### config.mk
export PLATFORM = sky130hd
export DESIGN_NAME = sc_session_seq
export DESIGN_NICKNAME = d
export VERILOG_FILES = /design/src/rtl/sc_seq_pkg.sv /design/src/rtl/sc_vsel_reg.sv /design/src/rtl/sc_pres_filter.sv /design/src/rtl/sc_seq_ctrl.sv /design/src/rtl/sc_session_seq.sv
export SDC_FILE = /design/constraint.sdc
export NUM_CORES = 1
export LEC_CHECK = 0
export ABC_AREA = 1
export BUFFER_PORTS_ARGS = -buffer_cell sky130_fd_sc_hd__buf_2
export CAP_MARGIN = 20
export CORE_AREA = 8 8 73 75
export DETAILED_ROUTE_END_ITERATION = 10
export DIE_AREA = 0 0 81 83
export PLACE_DENSITY_LB_ADDON = 0.2
export SLEW_MARGIN = 20
export SYNTH_ARGS = -nofsm -noshare
export SYNTH_HDL_FRONTEND = slang
export SYNTH_SLANG_ARGS = --single-unit
### constraint.sdc
create_clock -name clk -period 2.3 [get_ports clk]
set_input_delay 0.46 -clock clk [delete_from_list [all_inputs] [get_ports clk]]
set_output_delay 0.46 -clock clk [all_outputs]
set_load 0.01 [all_outputs]
### src/rtl/sc_seq_pkg.sv
package sc_seq_pkg;

  typedef enum logic [2:0] {
    ST_IDLE,
    ST_ACT,
    ST_ON,
    ST_DEACT,
    ST_STOP,
    ST_PWRUP
  } seq_state_e;

  typedef enum logic [1:0] {
    VS_3V0 = 2'b00,
    VS_5V0 = 2'b01,
    VS_1V8 = 2'b10
  } vsel_e;

  function automatic vsel_e pick_vsel(input logic s18, input logic s5);
    if (s18)     return VS_1V8;
    else if (s5) return VS_5V0;
    else         return VS_3V0;
  endfunction

endpackage

### src/rtl/sc_vsel_reg.sv
module sc_vsel_reg
  import sc_seq_pkg::*;
(
  input  logic       clk,
  input  logic       rst_n,
  input  logic       sel_1v8,
  input  logic       sel_5v,
  output logic [1:0] vcc_sel
);
  vsel_e code_q;

  always_ff @(posedge clk or negedge rst_n) begin
    if (!rst_n) code_q <= VS_3V0;
    else        code_q <= pick_vsel(sel_1v8, sel_5v);
  end

  assign vcc_sel = code_q;
endmodule

### src/rtl/sc_pres_filter.sv
module sc_pres_filter #(
  parameter int DEB_TICKS = 20480
) (
  input  logic clk,
  input  logic rst_n,
  input  logic osc_tick,
  input  logic card_det,
  input  logic hold,
  output logic pres_ok
);
  logic ok_q;

  generate
    if (DEB_TICKS <= 1) begin : g_direct
      always_ff @(posedge clk or negedge rst_n) begin
        if (!rst_n)                 ok_q <= 1'b0;
        else if (hold || !card_det) ok_q <= 1'b0;
        else if (osc_tick)          ok_q <= 1'b1;
      end
    end else begin : g_count
      localparam int DW = $clog2(DEB_TICKS + 1);
      localparam logic [DW-1:0] LAST = DW'(DEB_TICKS - 1);
      logic [DW-1:0] cnt_q;

      always_ff @(posedge clk or negedge rst_n) begin
        if (!rst_n) begin
          ok_q  <= 1'b0;
          cnt_q <= '0;
        end else if (hold || !card_det) begin
          ok_q  <= 1'b0;
          cnt_q <= '0;
        end else if (ok_q) begin
          cnt_q <= '0;
        end else if (osc_tick) begin
          if (cnt_q == LAST) begin
            ok_q  <= 1'b1;
            cnt_q <= '0;
          end else begin
            cnt_q <= cnt_q + 1'b1;
          end
        end
      end
    end
  endgenerate

  assign pres_ok = ok_q;
endmodule

### src/rtl/sc_seq_ctrl.sv
module sc_seq_ctrl
  import sc_seq_pkg::*;
#(
  parameter int OSC_PER_T = 64,
  parameter int PU_TICKS  = 563
) (
  input  logic clk,
  input  logic rst_n,
  input  logic osc_tick,
  input  logic sess_req_n,
  input  logic host_rst,
  input  logic sel_1v8,
  input  logic sel_5v,
  input  logic card_det,
  input  logic pres_ok,
  input  logic fault_ovc,
  input  logic fault_hot,
  input  logic fault_vlow,
  output logic hold_pres,
  output logic vcc_en,
  output logic io_en,
  output logic clk_en,
  output logic card_rst,
  output logic stat_n
);
  localparam int HALF    = OSC_PER_T / 2;
  localparam int IO_AT   = 8 * HALF;
  localparam int ACT_END = 14 * HALF;
  localparam int CLK_OFF = HALF;
  localparam int IO_OFF  = 2 * HALF;
  localparam int VCC_OFF = 3 * HALF;
  localparam int DE_END  = 4 * HALF;
  localparam int CMAX    = (ACT_END > PU_TICKS) ? ACT_END : PU_TICKS;
  localparam int CW      = $clog2(CMAX + 1);

  localparam logic [CW-1:0] IO_AT_C   = CW'(IO_AT);
  localparam logic [CW-1:0] ACT_LAST  = CW'(ACT_END - 1);
  localparam logic [CW-1:0] CLK_OFF_C = CW'(CLK_OFF);
  localparam logic [CW-1:0] IO_OFF_C  = CW'(IO_OFF);
  localparam logic [CW-1:0] VCC_OFF_C = CW'(VCC_OFF);
  localparam logic [CW-1:0] DE_LAST   = CW'(DE_END - 1);
  localparam logic [CW-1:0] PU_LAST   = CW'(PU_TICKS - 1);

  seq_state_e    state_q;
  logic [CW-1:0] tcnt_q;
  logic          rst_at_start_q;
  logic          clk_seen_q;
  logic          io_seen_q;
  logic          fault_q;

  logic in_sess, fault_any, stop_req, start_ok, act_io, early_clk;

  always_comb begin
    in_sess   = (state_q == ST_ACT) || (state_q == ST_ON);
    fault_any = fault_ovc || fault_hot || fault_vlow || !card_det;
    stop_req  = sess_req_n && sel_1v8 && sel_5v;
    start_ok  = !sess_req_n && pres_ok && !fault_q;
    act_io    = (state_q == ST_ACT) && (tcnt_q >= IO_AT_C);
    early_clk = act_io && (!rst_at_start_q || !host_rst);
  end

  always_ff @(posedge clk or negedge rst_n) begin
    if (!rst_n) begin
      state_q        <= ST_IDLE;
      tcnt_q         <= '0;
      rst_at_start_q <= 1'b0;
      clk_seen_q     <= 1'b0;
      io_seen_q      <= 1'b0;
      fault_q        <= 1'b0;
    end else begin
      case (state_q)
        ST_IDLE: begin
          tcnt_q     <= '0;
          clk_seen_q <= 1'b0;
          io_seen_q  <= 1'b0;
          if (sess_req_n) fault_q <= 1'b0;
          if (stop_req) begin
            state_q <= ST_STOP;
          end else if (start_ok) begin
            state_q        <= ST_ACT;
            rst_at_start_q <= host_rst;
          end
        end
        ST_ACT, ST_ON: begin
          if (clk_en) clk_seen_q <= 1'b1;
          if (io_en)  io_seen_q  <= 1'b1;
          if (sess_req_n || fault_any) begin
            state_q <= ST_DEACT;
            tcnt_q  <= '0;
            if (fault_any) fault_q <= 1'b1;
          end else if (state_q == ST_ACT && osc_tick) begin
            if (tcnt_q == ACT_LAST) state_q <= ST_ON;
            else                    tcnt_q  <= tcnt_q + 1'b1;
          end
        end
        ST_DEACT: begin
          if (osc_tick) begin
            if (tcnt_q == DE_LAST) begin
              state_q <= ST_IDLE;
              tcnt_q  <= '0;
            end else begin
              tcnt_q <= tcnt_q + 1'b1;
            end
          end
        end
        ST_STOP: begin
          if (!stop_req) begin
            state_q <= ST_PWRUP;
            tcnt_q  <= '0;
          end
        end
        ST_PWRUP: begin
          if (osc_tick) begin
            if (tcnt_q == PU_LAST) begin
              state_q <= ST_IDLE;
              tcnt_q  <= '0;
            end else begin
              tcnt_q <= tcnt_q + 1'b1;
            end
          end
        end
        default: state_q <= ST_IDLE;
      endcase
    end
  end

  always_comb begin
    hold_pres = (state_q == ST_STOP) || (state_q == ST_PWRUP);
    vcc_en    = in_sess || ((state_q == ST_DEACT) && (tcnt_q < VCC_OFF_C));
    io_en     = act_io || (state_q == ST_ON)
             || ((state_q == ST_DEACT) && io_seen_q && (tcnt_q < IO_OFF_C));
    clk_en    = ((state_q == ST_ACT) && (clk_seen_q || early_clk))
             || (state_q == ST_ON)
             || ((state_q == ST_DEACT) && clk_seen_q && (tcnt_q < CLK_OFF_C));
    card_rst  = (state_q == ST_ON) && host_rst;
    case (state_q)
      ST_STOP:  stat_n = card_det;
      ST_PWRUP: stat_n = 1'b0;
      default:  stat_n = pres_ok && !fault_q;
    endcase
  end
endmodule

### src/rtl/sc_session_seq.sv
module sc_session_seq #(
  parameter int OSC_PER_T = 64,
  parameter int DEB_TICKS = 20480,
  parameter int PU_TICKS  = 563
) (
  input  logic       clk,
  input  logic       rst_n,
  input  logic       osc_tick,
  input  logic       sess_req_n,
  input  logic       host_rst,
  input  logic       sel_1v8,
  input  logic       sel_5v,
  input  logic       card_det,
  input  logic       fault_ovc,
  input  logic       fault_hot,
  input  logic       fault_vlow,
  output logic       vcc_en,
  output logic [1:0] vcc_sel,
  output logic       io_en,
  output logic       clk_en,
  output logic       card_rst,
  output logic       stat_n
);
  logic pres_ok;
  logic hold_pres;

  sc_pres_filter #(.DEB_TICKS(DEB_TICKS)) u_pres (
    .clk(clk), .rst_n(rst_n), .osc_tick(osc_tick),
    .card_det(card_det), .hold(hold_pres), .pres_ok(pres_ok)
  );

  sc_vsel_reg u_vsel (
    .clk(clk), .rst_n(rst_n), .sel_1v8(sel_1v8), .sel_5v(sel_5v),
    .vcc_sel(vcc_sel)
  );

  sc_seq_ctrl #(.OSC_PER_T(OSC_PER_T), .PU_TICKS(PU_TICKS)) u_ctrl (
    .clk(clk), .rst_n(rst_n), .osc_tick(osc_tick),
    .sess_req_n(sess_req_n), .host_rst(host_rst),
    .sel_1v8(sel_1v8), .sel_5v(sel_5v), .card_det(card_det),
    .pres_ok(pres_ok), .fault_ovc(fault_ovc), .fault_hot(fault_hot),
    .fault_vlow(fault_vlow), .hold_pres(hold_pres),
    .vcc_en(vcc_en), .io_en(io_en), .clk_en(clk_en),
    .card_rst(card_rst), .stat_n(stat_n)
  );
endmodule

==> results.yml, run 1 <==
status:
  status: "finished, final reports clean"
clock_network:
  h-tree-depth: 2
  cts_made_buffers: 5
  hold_buffers: 0
  cts_sinks: 35
  cts_buffer_depth: 2
  post_cts_buffers: 0
  worstSkewPairLatency_ns: 0.29
  cts_tree: "done"
  cts.clk_slew.worst_paths_ns: 0.07
  cts-root-buf: "clkbuf_8"
floorplan:
  die_area_mm2: 0.00672
  die_h_um: 83
  initial_utilization_pct: 58.2
  die_w_um: 81
  core_area_mm2: 0.00420
  io_pins: 18
  rows: 24
grt:
  track_usage_pct: 18.2
  overflow: 0
  grt_start_max_net_pins: 36
  grt_first_pass_wirelength_mm: 10.0
  antenna_found_initial: 0
  grt_pass1_vias: 2219
sta:
  finalMaxSlewViolations: 0
  fin_worst_skew_ns: 0.00682
  final.period_utilization_pct: 95.5
  finalSetupTns_ns: 0
  fmax_ghz: 0.455
  rsz0062_at_grt: "false"
  relSlewSlack_pct: 47.1
  fin_crit_ns: 2.20
  setup_violations: 0
  hold_viol: 0
  worst_pin_slew_ns: 0.793
worst_setup_path:
  cp.required_ns: 1.84
  crit_arrival_ns: 1.74
  cp-start-kind: "register"
  ff2ff_path_depth: 12
  end_kind: "primary output"
  path_max_fanout: 5
  r2r_setup_slack_ns: 0.47
  worstSetupPathType: "register to primary output"
drt:
  remaining_drc_errors: 0
  via_count: 2338
  detail-route-antenna-nets: 0
  avgViaCountPerCell: 5.59
  drtIter0Drc: 85
  wl_per_cell_um: 13.9
  wirelength_mm: 5.80
  dr.pass1.iters: 5
synth:
  syn_area_mm2: 0.00245
  syn-instance-count: 344
  synth_edf_count: 0
  synthArstFlopShare_pct: 100
  synth_seq_cells: 35
  syn_nets: 358
  yosys_most_used_dff: "dfrtp_1"
  ys_seq_area_share_pct: 35.8
  syn_avg_cell_area_um2: 7.11
  yosysUniqueCellTypes: 38
  yosysWarnings: 0
cells_and_area:
  layout.cells.non_filler: 418
  nets: 379
  final_area_mm2: 0.00269
  diodes: 0
  drive_above_1_share_pct: 16.9
  syn_to_final_growth_pct: 10.0
placed_design:
  finalWeightedCongestion: 0.879
  placed_area_mm2: 0.00258
  dp.cells: 410
  dp_hpwl_mm: 4.26
  port_buffers: 17
flow_run:
  maxCapViolations: 0
hold_path:
  hp-class: "input pin to asynchronous set/reset pin"
power:
  ir_drop_uv: 689
  leakage_nw: 1.35
  power_density_mw_per_mm2: 818
## synth_stat cells (2+ instances only)
master,number,area (um2)
buf_6,2,22.5
xor2_1,3,26.3
nand4_1,10,62.6
a31oi_1,2,12.5
dfrtp_1,35,876
o21ai_2,5,43.8
a21oi_1,8,40.0
buf_2,3,15.0
nand3_1,44,220
nor2_2,3,18.8
nand2_2,7,43.8
o31ai_1,2,15.0
nand3_2,2,20.0
o211ai_1,4,30.0
nand2_4,4,45.0
inv_2,4,15.0
nor2_1,34,128
nor3_1,9,45.0
nor2_4,5,56.3
nand2_1,81,304
inv_1,40,150
ha_1,3,37.5
o21a_1,2,15.0
o21ai_0,18,90.1
## report_power, final
group	switching [mW]	leakage, nW	internal, mW
combinational	0.588	0.821	0.279
sequential	0.0855	0.471	0.692
clock	0.236	0.0581	0.323
## cell type report
type / instances / area (um2)
repair buffers: 20 / 108
flip-flops and latches: 35 / 876
inverters: 46 / 175
multi-input cells: 257 / 1360
clock inverters: 3 / 43.8
clock buffers: 5 / 68.8
fillers: 382 / 1510
well taps: 52 / 65.1
## worst paths after layout
check | from | to
worst max register to register | u_ctrl.tcnt_q[1] | u_ctrl.state_q[2]
worst min register to register | u_ctrl.rst_at_start_q | u_ctrl.rst_at_start_q
min in group clk | sel_1v8 | u_vsel.vcc_sel[1]
max in group asynchronous | rst_n | u_pres.g_count.cnt_q[5]
worst max-delay path | u_ctrl.tcnt_q[8] | clk_en
worst min-delay path | rst_n | u_pres.g_count.cnt_q[3]
## logic make-up after synthesis
kind of cell	Yosys count	synth area share, %
AND/OR/NAND/NOR	204	39.9
buffers and inverters	52	8.89
AO/OA/AOI/OAI	47	12.8
flip-flops	35	35.8
XOR/XNOR	3	1.07
adder cells (fa/ha/maj)	3	1.53
## critical path, cell delays in order, from the launching register on
cell     delay (ns)
dfrtp_1        0.44
nor2_2         0.20
inv_1          0.08
nor2_1         0.13
nand2_1        0.08
o41ai_1        0.31
buf_2          0.21
## stage by stage
| step | util, % | setup slack (ns) | power (mW) | hold WS, ns |
|---|---|---|---|---|
| 2_1_floorplan | - | 0.597 | 1.44 | 0.164 |
| 3_3_place_gp | 61.3 | 0.449 | 1.64 | 0.474 |
| 3_5_place_dp | 61.3 | 0.397 | 1.66 | 0.488 |
| 4_1_cts | 64.0 | 0.0712 | 2.22 | 0.271 |
| 5_1_grt | 64.0 | 0.0276 | 2.36 | 0.304 |
| 6_report | 64.0 | 0.103 | 2.20 | 0.254 |
## cell usage in the layout (no fill, tap or decap), types with 2 or more instances in the layout
master    synthesis  layout
o21ai_0          18      18
buf_4             0       3
ha_1              3       3
a31oi_1           2       2
xor2_1            3       3
o31ai_1           2       2
nor2_4            5       5
nand3_1          44      44
a21oi_1           8       8
buf_2             3      17
clkbuf_8          0       5
nor2_2            3       4
inv_2             4       4
o21a_1            2       2
dfrtp_1          35      35
nand2_4           4       4
o211ai_1          4       4
o21ai_2           5       5
nand4_1          10      10
nor2_1           34      33
inv_1            40      40
nand2_1          81      81
nor3_1            9       9
nand3_2           2       2
nand2_2           7       7
## flip-flops by register name, indices dropped and copies added, names as in the netlist
| signal | count |
|---|---|
| u_pres.g_count.cnt_q | 15 |
| u_ctrl.tcnt_q | 10 |
| u_ctrl.state_q | 3 |
| u_vsel.vcc_sel | 2 |
| u_ctrl.clk_seen_q | 1 |
| u_ctrl.fault_q | 1 |
| u_ctrl.io_seen_q | 1 |
| u_ctrl.rst_at_start_q | 1 |
| u_pres.pres_ok | 1 |
## what timing repair did
item | CTS | global route
endpoints found under the hold margin | 0 | 0
setup endpoints to repair | 0 | 2
resized for setup | 0 | 1
## metal layers
metal  part of all wire, %  vias to the layer above  routed length [um]  GRT usage, %
li1                      -                     1176                   -             -
met1                    44                     1102                2550          22.7
met2                    50                       52                2890          30.1
met3                   4.7                        8                 275          3.34
met4                   1.4                        0                  83          6.34
met5                     0                        -                   0             0
Power figures use the tool's default switching activity.
==> run 2, diff against run 1 <==
==> constraint.sdc (replaced) <==
create_clock -name clk -period 2.42 [get_ports clk]
set_input_delay 0.484 -clock clk [delete_from_list [all_inputs] [get_ports clk]]
set_output_delay 0.484 -clock clk [all_outputs]
set_load 0.01 [all_outputs]
==> run 2 against run 1 <==
Effect of this change: clock skew grew 0.0042 ns; critical path type unchanged; power shrank 9.6%; via count grew 0.43%; hold slack gained 0.015 ns; critical endpoint is now vcc_en.
==> results.yml, run 2 (synthesis results as in run 1) <==
grt:
  overflow: 0
  grt_first_pass_wirelength_mm: 10.1
  grt_start_max_net_pins: 36
  track_usage_pct: 18.4
  grt_pass1_vias: 2212
  antenna_found_initial: 0
cells_and_area:
  top_register: "u_pres.g_count.cnt_q"
  drive_above_1_share_pct: 16.5
  syn_to_final_growth_pct: 8.44
  nets: 377
  final_util_pct: 63.1
  top_regs: "u_pres.g_count.cnt_q: 15 flops, u_ctrl.tcnt_q: 10 flops, u_ctrl.state_q: 3 flops"
  final_common_cell: "nand2_1"
  largest_register_ffs: 15
  diodes: 0
  layout.cells.non_filler: 416
  final_cell_mix: "nand2_1 (81), nand3_1 (44), inv_1 (40)"
worst_setup_path:
  ff2ff_path_depth: 10
  crit_arrival_ns: 1.75
  crit_path_max_incr_delay_ns: 0.49
  worstSetupPathType: "register to primary output"
  end_kind: "primary output"
  path_max_fanout: 11
  cpMaxStageDelayCell: "dfrtp_1"
  cp.required_ns: 1.94
  rr_endpoint: "u_ctrl.state_q[0]"
  cp-start-kind: "register"
  crit_chain: "nor2_4, nand2_4, inv_1, nand3_1, nand2_1, buf_2"
  rr_startpoint: "u_ctrl.tcnt_q[0]"
  r2r_setup_slack_ns: 0.48
floorplan:
  io_pins: 18
  initial_utilization_pct: 58.2
  die_h_um: 83
  core_area_mm2: 0.00420
  rows: 24
  die_w_um: 81
  die_area_mm2: 0.00672
flow_run:
  maxCapViolations: 0
drt:
  drtIter0Drc: 142
  remaining_drc_errors: 0
  wirelength_mm: 5.81
  dr.pass1.iters: 5
  detail-route-antenna-nets: 0
  wl_per_cell_um: 14.0
  avgViaCountPerCell: 5.64
  via_count: 2348
clock_network:
  cts.clk_slew.worst_paths_ns: 0.08
  cts_made_buffers: 5
  cts_sinks: 35
  cts-root-buf: "clkbuf_8"
  post_cts_buffers: 0
  cts_buffer_depth: 2
  worstSkewPairLatency_ns: 0.30
  cts_tree: "done"
  h-tree-depth: 2
sta:
  fin_worst_skew_ns: 0.0111
  final.period_utilization_pct: 92.2
  timing.hold.ws_ns: 0.270
  worst_pin_slew_ns: 0.789
  finalMaxSlewViolations: 0
  hold_viol: 0
  finalSetupTns_ns: 0
  fin_crit_ns: 2.23
  relSlewSlack_pct: 47.4
  fmax_ghz: 0.448
  rsz0062_at_grt: "false"
  setup_violations: 0
placed_design:
  port_buffers: 17
  dp.cells: 408
  dp_hpwl_mm: 4.27
  finalWeightedCongestion: 0.868
power:
  ir_drop_uv: 543
  leakage_nw: 1.32
  power_density_mw_per_mm2: 750
status:
  status: "finished, final reports clean"
hold_path:
  hp-class: "input pin to asynchronous set/reset pin"
==> run 2: worst max path at each step <==
stage,start,end,depth (start not counted)
after floorplan,u_ctrl.tcnt_q[8],clk_en,5
after global placement,u_ctrl.tcnt_q[0],u_ctrl.state_q[0],10
after detailed placement,u_ctrl.tcnt_q[8],io_en,6
after CTS,u_ctrl.tcnt_q[8],io_en,6
after global routing,u_ctrl.tcnt_q[8],clk_en,6
final,u_ctrl.state_q[2],vcc_en,6
==> run 2: layer usage <==
metal | wire length [um] | track usage (%)
met2 | 2920 | 30.6
met1 | 2490 | 22.3
met3 | 307 | 3.34
met4 | 93 | 7.97
met5 | 0 | 0
==> run 2: power by group <==
part | switching (mW) | internal, mW
Combinational | 0.561 | 0.256
Sequential | 0.0793 | 0.657
Clock | 0.236 | 0.200
Total | 0.876 | 1.11
==> run 2: area by class of cell <==
type / count / area, um2
Clock buffer: 5 / 68.8
Clock inverter: 3 / 20.0
Fill cell: 395 / 1550
Inverter: 46 / 175
Multi-Input combinational cell: 257 / 1360
Sequential cell: 35 / 876
Tap cell: 52 / 65.1
Timing Repair Buffer: 18 / 92.6
==> run 2: worst max-delay path, delay by kind of cell (launching register included) <==
family | cells | cell delay [ns]
AND/OR/NAND/NOR | 4 | 0.54
flip-flops | 1 | 0.49
buffers and inverters | 2 | 0.42
==> run 2: through the flow <==
stage / instance area (um2) / power [mW] / worst slack (ns)
final: 2650 / 1.99 / 0.188
after global routing: 2650 / 2.15 / 0.0261
after CTS: 2650 / 2.00 / 0.170
after detailed placement: 2560 / 1.57 / 0.504
after global placement: 2560 / 1.55 / 0.534
after floorplan: 2450 / 1.37 / 0.693
==> run 2: timing repair <==
item | in CTS | in global routing
endpoints found under the hold margin | 0 | 0
endpoints found under the setup margin | 0 | 1
resized for setup | 0 | 1
hold buffers | 0 | 0
==> run 3, diff against run 2 <==
--- a/config.mk
+++ b/config.mk
@@ -8,9 +8,9 @@
 export ABC_AREA = 1
 export BUFFER_PORTS_ARGS = -buffer_cell sky130_fd_sc_hd__buf_2
 export CAP_MARGIN = 20
-export CORE_AREA = 8 8 73 75
+export CORE_AREA = 8 8 83 85
 export DETAILED_ROUTE_END_ITERATION = 10
-export DIE_AREA = 0 0 81 83
+export DIE_AREA = 0 0 91 93
 export PLACE_DENSITY_LB_ADDON = 0.2
 export SLEW_MARGIN = 20
 export SYNTH_ARGS = -nofsm -noshare
==> run 3 against run 2 <==
Effect of this change: hold slack better by 0.011 ns; combinational power is 3.4% higher; sequential cell count is the same; global-route usage fell by 3.3 points; wire length up 1.7%; sequential share of layout area shrank 0.58 points; count of clock-buffer cells in the layout up 1; non-clock buffer count rose by 2; largest power group unchanged; highest routed layer unchanged; die area increased by 26%; via count is 2.8% lower.
==> results.yml, run 3 (synthesis results as in run 1) <==
cells_and_area:
  drive_above_1_share_pct: 16.9
  seqCellArea_um2: 876
  final_area_mm2: 0.00270
  final_util_pct: 47.6
  top_register: "u_pres.g_count.cnt_q"
  final_common_cell: "nand2_1"
  final_cell_mix: "nand2_1 (81), nand3_1 (44), inv_1 (40)"
  diodes: 0
  n_fill_cell: 601
  top_regs: "u_pres.g_count.cnt_q: 15 flops, u_ctrl.tcnt_q: 10 flops, u_ctrl.state_q: 3 flops"
  syn_to_final_growth_pct: 10.4
  largest_register_ffs: 15
  multi_input_area_mm2: 0.00136
  nets: 379
grt:
  grt_pass1_vias: 2219
  grt_start_max_net_pins: 36
  antenna_found_initial: 0
  track_usage_pct: 15.1
  grt_first_pass_wirelength_mm: 10.5
  overflow: 0
clock_network:
  cts_tree: "done"
  cts_buffer_depth: 2
  cts_made_buffers: 5
  cts.clk_slew.worst_paths_ns: 0.08
  worstSkewPairLatency_ns: 0.30
  h-tree-depth: 2
  cts_sinks: 35
  cts-root-buf: "clkbuf_8"
flow_run:
  maxCapViolations: 0
drt:
  maxUsedRoutingLayer: "met4"
  remaining_drc_errors: 0
  wirelength_mm: 5.91
  wl_met1_mm: 2.71
  drtIter0Drc: 122
  via_count: 2282
  met2_length_mm: 2.88
  wl_per_cell_um: 13.4
  wl_met3_um: 237
  dr.pass1.iters: 4
  avgViaCountPerCell: 5.17
  detail-route-antenna-nets: 0
placed_design:
  dp_hpwl_mm: 4.24
  port_buffers: 17
  dp_slack_ns: 0.502
  placed_area_mm2: 0.00261
  finalWeightedCongestion: 0.854
worst_setup_path:
  rr_startpoint: "u_ctrl.tcnt_q[0]"
  path_max_fanout: 5
  worstSetupPathType: "register to primary output"
  ff2ff_path_depth: 10
  r2r_setup_slack_ns: 0.60
  end_kind: "primary output"
  rr_endpoint: "u_ctrl.tcnt_q[8]"
  crit_arrival_ns: 1.76
  cp-start-kind: "register"
  cp.required_ns: 1.94
floorplan:
  io_pins: 18
  die_area_mm2: 0.00846
  die_w_um: 91
  rows: 28
  die_h_um: 93
  initial_utilization_pct: 43.1
  core_area_mm2: 0.00568
sta:
  setup_violations: 0
  fin_crit_ns: 2.24
  finalMaxSlewViolations: 0
  hold_viol: 0
  layout_setup_ws_ns: 0.179
  fmax_ghz: 0.446
  final.period_utilization_pct: 92.6
  fin_worst_skew_ns: 0.00797
  relSlewSlack_pct: 45.4
  worst_pin_slew_ns: 0.819
power:
  power_density_mw_per_mm2: 745
  leakage_nw: 1.34
  total_power_mw: 2.01
  ir_drop_uv: 574
status:
  status: "finished, final reports clean"
hold_path:
  hp-class: "input pin to asynchronous set/reset pin"
run 3: cell count changes in the layout (fill, tap and decap cells not counted):
| cell | change |
|---|---|
| buf_4 | +2 |
| clkbuf_1 | +1 |
| clkinvlp_4 | -1 |
| o41ai_1 | -1 |
| o41ai_2 | +1 |
run 3: metal layers:
metal | GRT usage [%] | vias to the layer above
li1 | - | 1172
met1 | 18.9 | 1063
met2 | 24.9 | 40
met3 | 2.88 | 7
met4 | 6.41 | 0
met5 | 0 | -
run 3: worst max path at each step:
| stage | startpoint | end | slack, ns | cells past startpoint |
|---|---|---|---|---|
| 2_1_floorplan | u_ctrl.tcnt_q[8] | clk_en | 0.69 | 5 |
| 3_3_place_gp | u_ctrl.tcnt_q[8] | clk_en | 0.53 | 6 |
| 3_5_place_dp | u_ctrl.tcnt_q[8] | io_en | 0.50 | 6 |
| 4_1_cts | u_ctrl.tcnt_q[8] | clk_en | 0.13 | 6 |
| 5_1_grt | u_ctrl.tcnt_q[8] | io_en | -0.008 | 6 |
| 6_report | u_ctrl.tcnt_q[8] | io_en | 0.18 | 6 |
run 3: cell type report:
cell class / count / share of cell area [%]
Clock buffer: 6 / 2.69
Clock inverter: 2 / 0.463
Inverter: 46 / 6.48
Multi-Input combinational cell: 257 / 50.5
Sequential cell: 35 / 32.4
Tap cell: 75 / 3.47
Timing Repair Buffer: 20 / 3.98
run 3: report_power, final:
group          switching (mW)  internal (mW)  total [mW]
combinational           0.575          0.272       0.846
clock                   0.226          0.201       0.427
sequential             0.0823          0.657       0.740
total                   0.883           1.13        2.01
run 3: critical path: stages, from the launching register on:
cell and delay (ns):
dfrtp_1 0.43, nor2_2 0.18, inv_1 0.08, nor2_1 0.15, nand2_1 0.11, o31ai_1 0.30, buf_2 0.20
run 3: stage by stage:
stage | cells | TNS [ns] | hold slack, ns
2_1_floorplan | 344 | 0 | 0.188
3_3_place_gp | 433 | 0 | 0.468
3_5_place_dp | 433 | 0 | 0.483
4_1_cts | 441 | 0 | 0.304
5_1_grt | 441 | -0.00797 | 0.300
6_report | 441 | 0 | 0.280
run 3: repair_timing:
item                                   4_1_cts  5_1_grt
setup endpoints to repair                    0        2
endpoints found under the hold margin        0        0
gates resized for setup                      0        2
hold buffers                                 0        0
setup buffers                                0        0
